## src/rtl/led_gauge_drv.sv

```systemverilog
module led_gauge_drv #(
  parameter int CW         = 16,
  parameter int MUX_PERIOD = 3125,
  parameter int BLINK_HALF = 125000,
  parameter int PUSH_CYC   = 4000000
) (
  input  logic          clk,
  input  logic          rst_n,
  input  logic [CW-1:0] nac,
  input  logic [CW-1:0] lmd,
  input  logic [CW-1:0] pfc,
  input  logic          abs_mode,
  input  logic [3:0]    temp_code,
  input  logic          edv,
  input  logic [1:0]    disp_ctl,
  input  logic          chg_fast,
  input  logic          dsg_fast,
  input  logic          ovr_en,
  input  logic [4:0]    ovr_seg,
  output logic [4:0]    seg_n,
  output logic [3:0]    gauge
);

  localparam int W        = CW + 7;
  localparam int MUX_HALF = MUX_PERIOD / 2;
  localparam int MUX_ON   = (MUX_PERIOD * 3) / 10;
  localparam int MW       = $clog2(MUX_PERIOD);
  localparam int BW       = $clog2(BLINK_HALF);
  localparam int PW       = $clog2(PUSH_CYC + 1);

  logic [MW-1:0] mux_cnt;
  logic [BW-1:0] blink_cnt;
  logic          blink_on;
  logic [PW-1:0] push_cnt;
  logic          prev_low;
  logic          cold;

  always_ff @(posedge clk or negedge rst_n) begin
    if (!rst_n) begin
      mux_cnt   <= '0;
      blink_cnt <= '0;
      blink_on  <= 1'b1;
    end else begin
      mux_cnt <= (mux_cnt == MW'(MUX_PERIOD - 1)) ? '0 : mux_cnt + 1'b1;
      if (blink_cnt == BW'(BLINK_HALF - 1)) begin
        blink_cnt <= '0;
        blink_on  <= ~blink_on;
      end else begin
        blink_cnt <= blink_cnt + 1'b1;
      end
    end
  end

  wire is_low   = (disp_ctl == 2'b01);
  wire is_high  = disp_ctl[1];
  wire is_float = (disp_ctl == 2'b00);

  always_ff @(posedge clk or negedge rst_n) begin
    if (!rst_n) begin
      push_cnt <= '0;
      prev_low <= 1'b0;
      cold     <= 1'b0;
    end else begin
      prev_low <= is_low;
      if (is_high)                   push_cnt <= '0;
      else if (is_low && !prev_low)  push_cnt <= PW'(PUSH_CYC);
      else if (push_cnt != '0)       push_cnt <= push_cnt - 1'b1;
      if (temp_code <= 4'd3)         cold <= 1'b1;
      else if (temp_code >= 4'd5)    cold <= 1'b0;
    end
  end

  wire [W-1:0] nac_w = W'(nac);
  wire [W-1:0] ref_w = abs_mode ? W'(pfc) : W'(lmd);

  logic [W-1:0] sc4;
  always_comb begin
    if (temp_code <= 4'd1)
      sc4 = nac_w << 1;
    else if (temp_code <= 4'd3 || (temp_code == 4'd4 && cold))
      sc4 = (nac_w << 1) + nac_w;
    else
      sc4 = nac_w << 2;
  end

  logic [4:0] lvl;
  for (genvar k = 0; k < 5; k++) begin : g_lvl
    assign lvl[k] = (W'(5) * sc4) >= (ref_w * W'(4 * k));
  end

  logic [3:0] g_next;
  always_comb begin
    g_next = '0;
    for (int j = 1; j < 16; j++)
      if ((sc4 << 4) >= ref_w * W'(4 * j)) g_next = g_next + 4'd1;
  end

  wire low_chg = edv || ((nac_w * W'(10)) < ref_w);
  wire bank_a  = mux_cnt < MW'(MUX_ON);
  wire bank_b  = (mux_cnt >= MW'(MUX_HALF)) && (mux_cnt < MW'(MUX_HALF + MUX_ON));
  wire disp_on = !is_high && ((push_cnt != '0) || (is_float && (chg_fast || dsg_fast)));

  wire [4:0] mask = {bank_a, bank_b, bank_a, bank_b, bank_a};
  wire [4:0] show = lvl & {4'hF, (!low_chg || blink_on)} & mask & {5{disp_on}};

  always_ff @(posedge clk or negedge rst_n) begin
    if (!rst_n) begin
      seg_n <= 5'h1F;
      gauge <= '0;
    end else begin
      seg_n <= ovr_en ? ~ovr_seg : ~show;
      gauge <= g_next;
    end
  end

endmodule

```

## config.mk

```make
export PLATFORM = sky130hd
export DESIGN_NAME = led_gauge_drv
export DESIGN_NICKNAME = d
export VERILOG_FILES = /design/src/rtl/led_gauge_drv.sv
export SDC_FILE = /design/constraint.sdc
export NUM_CORES = 1
export LEC_CHECK = 0
export ABC_CLOCK_PERIOD_IN_PS = 10300
export CAP_MARGIN = 10
export CORE_MARGIN = 4
export CORE_UTILIZATION = 50
export CTS_CLUSTER_SIZE = 30
export DETAILED_ROUTE_END_ITERATION = 16
export PLACE_DENSITY = 0.74
export SETUP_SLACK_MARGIN = 0.5
export SLEW_MARGIN = 30
export SYNTH_ARGS = -nofsm -noshare
export SYNTH_HDL_FRONTEND = slang
export SYNTH_SLANG_ARGS = --single-unit
export TNS_END_PERCENT = 10
```

## constraint.sdc

```tcl
create_clock -name clk -period 10.3 [get_ports clk]
set_clock_uncertainty 0.1 [all_clocks]
set_input_delay 1.03 -clock clk [delete_from_list [all_inputs] [get_ports clk]]
set_output_delay 1.03 -clock clk [all_outputs]
set_load 0.01 [all_outputs]
```

==> metrics.txt <==
status finished, violations left; failing checks setup timing; dominant cell by count in the synthesized netlist ha_1; Max FO, Critical Path 5; Final Hold Fails 0; DR iter-0 viols 1174; post-synth top area share 0.3432; CP Data Required Time 10.46 ns; Final GP Congestion 1.001; dpl ws -1.626 ns; initial antenna violation count 0; CTS Root Buffer Type clkbuf_16; Max Slew Vio Count 0; ant diodes 0; Layout fillers 3259; max_slew headroom 0.3066; worst skew pair latency 0.33 ns; DR pass1 iterations 5; Fmax achieved 94.38 MHz; DP Cell Count 3444; Remaining DRCs 0; Primary FF master, synth dfrtp_1; antenna-violating nets left 0; Worst-Margin Slew 1.040 ns; crit path launch type input pin; Clock Path Buffers 2; starting density of the core 0.5047; worst hold slack 0.3950 ns; first-pass GRT wire length 102.7 mm; IO Count 75; Die Y 210.8 um; Synth async-reset ratio 1.000; routed wl met3 3.450 mm; Synth cell types 87; drt total wl 63.80 mm; DP Area 0.02511 sq mm; wl on met1 25.55 mm; pwr dens 248.0 mW/mm^2; count of final setup violators 3; Synth area leaders ha_1 (34%), fa_1 (7.6%), dfrtp_1 (6.9%); Synth Area per Inst 8.335 sq um; Leak Pwr 0.01335 uW; CP max-delay cell fa_2; pin count of the biggest net entering global routing 64; CP Capture Type flop; Final HPWL DP 51.36 mm; Vias 20.88k; Total Nets Final 3677; post-synthesis instance total 2467; Critical Path AT 10.76 ns; Hold Crit Class flop to flop; number of H-tree levels 3; Congestion Overflow GR 0; site row count 74; max incr delay on CP 0.38 ns; layout cells sized above 1 0.2244; min-delay src blink_cnt[4]$_DFF_PN0_; clock period minus worst slack 10.60 ns; RSZ-0062 raised after global routing true; Cell Area, Synth 0.02056 sq mm; core area 0.04074 sq mm; Seq/Total Area, Yosys 0.07704; Area Overhead vs Synth 29.02%; Layout Utilization 0.6512; final instance area 0.02653 sq mm; VDD IR max 302.7 uV; worst setup path start abs_mode; number of global-route vias before repair 21.86k; cell taking the most area after synthesis ha_1; Sink Count 63; Setup CP Type input pin to flop; #FFs+latches synth 63; Die W 210.8 um; Final WS setup -0.2957 ns; Mapped Nets 3175; metal2 WL 31.47 mm; Port-buffer cells 74; CTS tree done; clk slew on worst S/H paths 0.05 ns; wire length per cell 18.20 um; hold buffer count at cts 0; Post-Layout Cell Count 3505; routed vias/inst 5.956; highest routed layer met4; reg-to-reg critical path startpoint cold$_DFFE_PN0P_; Post-synth EDFFs 0; most common library cells after synthesis ha_1 (564), inv_1 (269), a21oi_1 (211); period utilization 1.029; Max-cap violations 0; Total Routing Usage GR 0.2766; Die Area 0.04443 sq mm; YS warnings 0; CTS buffer count 9
[metal layers]
metal / GRT usage / vias up
li1: - / 9979
met1: 0.3275 / 10080
met2: 0.4973 / 607
met3: 0.03223 / 208
met4: 0.1335 / 0
met5: 0 / -
[final timing paths]
kind                                            to  slack [ns]  cells after the start
max                             gauge[2]$_DFF_PN0_       -0.30                     58
min                         blink_cnt[4]$_DFF_PN0_        0.40                      1
max reg2reg                     gauge[2]$_DFF_PN0_        0.91                     49
min reg2reg                 blink_cnt[4]$_DFF_PN0_        0.40                      1
max in group asynchronous  push_cnt[5]$_DFFE_PN0P_        8.81                      2
min in group asynchronous     mux_cnt[2]$_DFF_PN0_        0.74                      2
[flip-flops by register name, indices dropped and copies added, names as in the netlist]
name and cells:
blink_cnt 17, blink_on 1, cold 1, gauge 4, mux_cnt 12, prev_low 1
push_cnt 22, seg_n 5
[kinds of logic (layout without fill, tap and decap cells)]
kind of cell	after synthesis	after routing	synth area share
AO/OA/AOI/OAI	684	684	0.2118
adder cells (fa/ha/maj)	642	642	0.4191
AND/OR/NAND/NOR	573	573	0.1412
buffers and inverters	296	802	0.05489
XOR/XNOR	182	182	0.08221
flip-flops	63	63	0.07704
multiplexers	27	27	0.01369
[worst max-delay path: cells and delay by family]
kind                     cells  cell delay, ns
AND/OR/NAND/NOR             12            1.45
multiplexers                 6            1.31
XOR/XNOR                     8            1.20
adder cells (fa/ha/maj)      9            2.38
AO/OA/AOI/OAI               18            2.70
buffers and inverters        5            0.64
[power breakdown]
group | internal (uW) | switching, uW
clock network | 180 | 106
registers | 308 | 37.5
logic | 2970 | 2980
total | 3450 | 3130
[timing repair]
action | CTS | global route
setup endpoints to repair | 3 | 3
buffers inserted | 27 | 19
pin swaps | 70 | 53
gates resized for setup | 140 | 67
[cell usage in the layout (no fill, tap or decap), types with 9 or more instances in the layout]
master / instances
nand2_1: 123
o21ai_1: 14
dlygate4sd2_1: 13
nand2b_1: 42
nor2b_1: 32
or4_1: 10
clkbuf_16: 9
nand4_1: 35
buf_4: 423
xnor2_2: 13
or2_2: 9
inv_1: 263
a21oi_1: 183
inv_2: 10
or3_1: 17
o31ai_1: 12
a211oi_1: 20
buf_6: 13
nor2_1: 127
dfrtp_1: 57
clkdlybuf4s50_1: 52
o21bai_1: 16
a21oi_2: 25
ha_1: 548
and3_1: 14
a2111oi_0: 9
nand3_1: 52
nor3_1: 43
mux2i_1: 9
xnor2_1: 110
o21a_1: 25
fa_1: 71
xor2_1: 48
nor4_1: 9
a21boi_0: 12
o21ai_0: 144
ha_4: 14
a21o_1: 87
o21ai_2: 10
[per-stage QoR]
step           setup TNS, ns  power, uW
3_5_place_dp          -4.598       5638
3_3_place_gp          -3.337       5366
6_report             -0.8098       6580
2_1_floorplan         -1.925       4047
4_1_cts              -0.5570       6120
5_1_grt               -1.944       7261
[final cells by class]
| type | instances | area, sq um | area share |
|---|---|---|---|
| Clock buffer | 12 | 266.5 | 0.01005 |
| Clock inverter | 3 | 17.52 | 0.0006603 |
| Inverter | 275 | 1041 | 0.03924 |
| Multi-Input combinational cell | 2108 | 18890 | 0.7120 |
| Sequential cell | 63 | 1584 | 0.05971 |
| Tap cell | 532 | 665.6 | 0.02509 |
| Timing Repair Buffer | 512 | 4066 | 0.1533 |
Power figures use the tool's default switching activity.
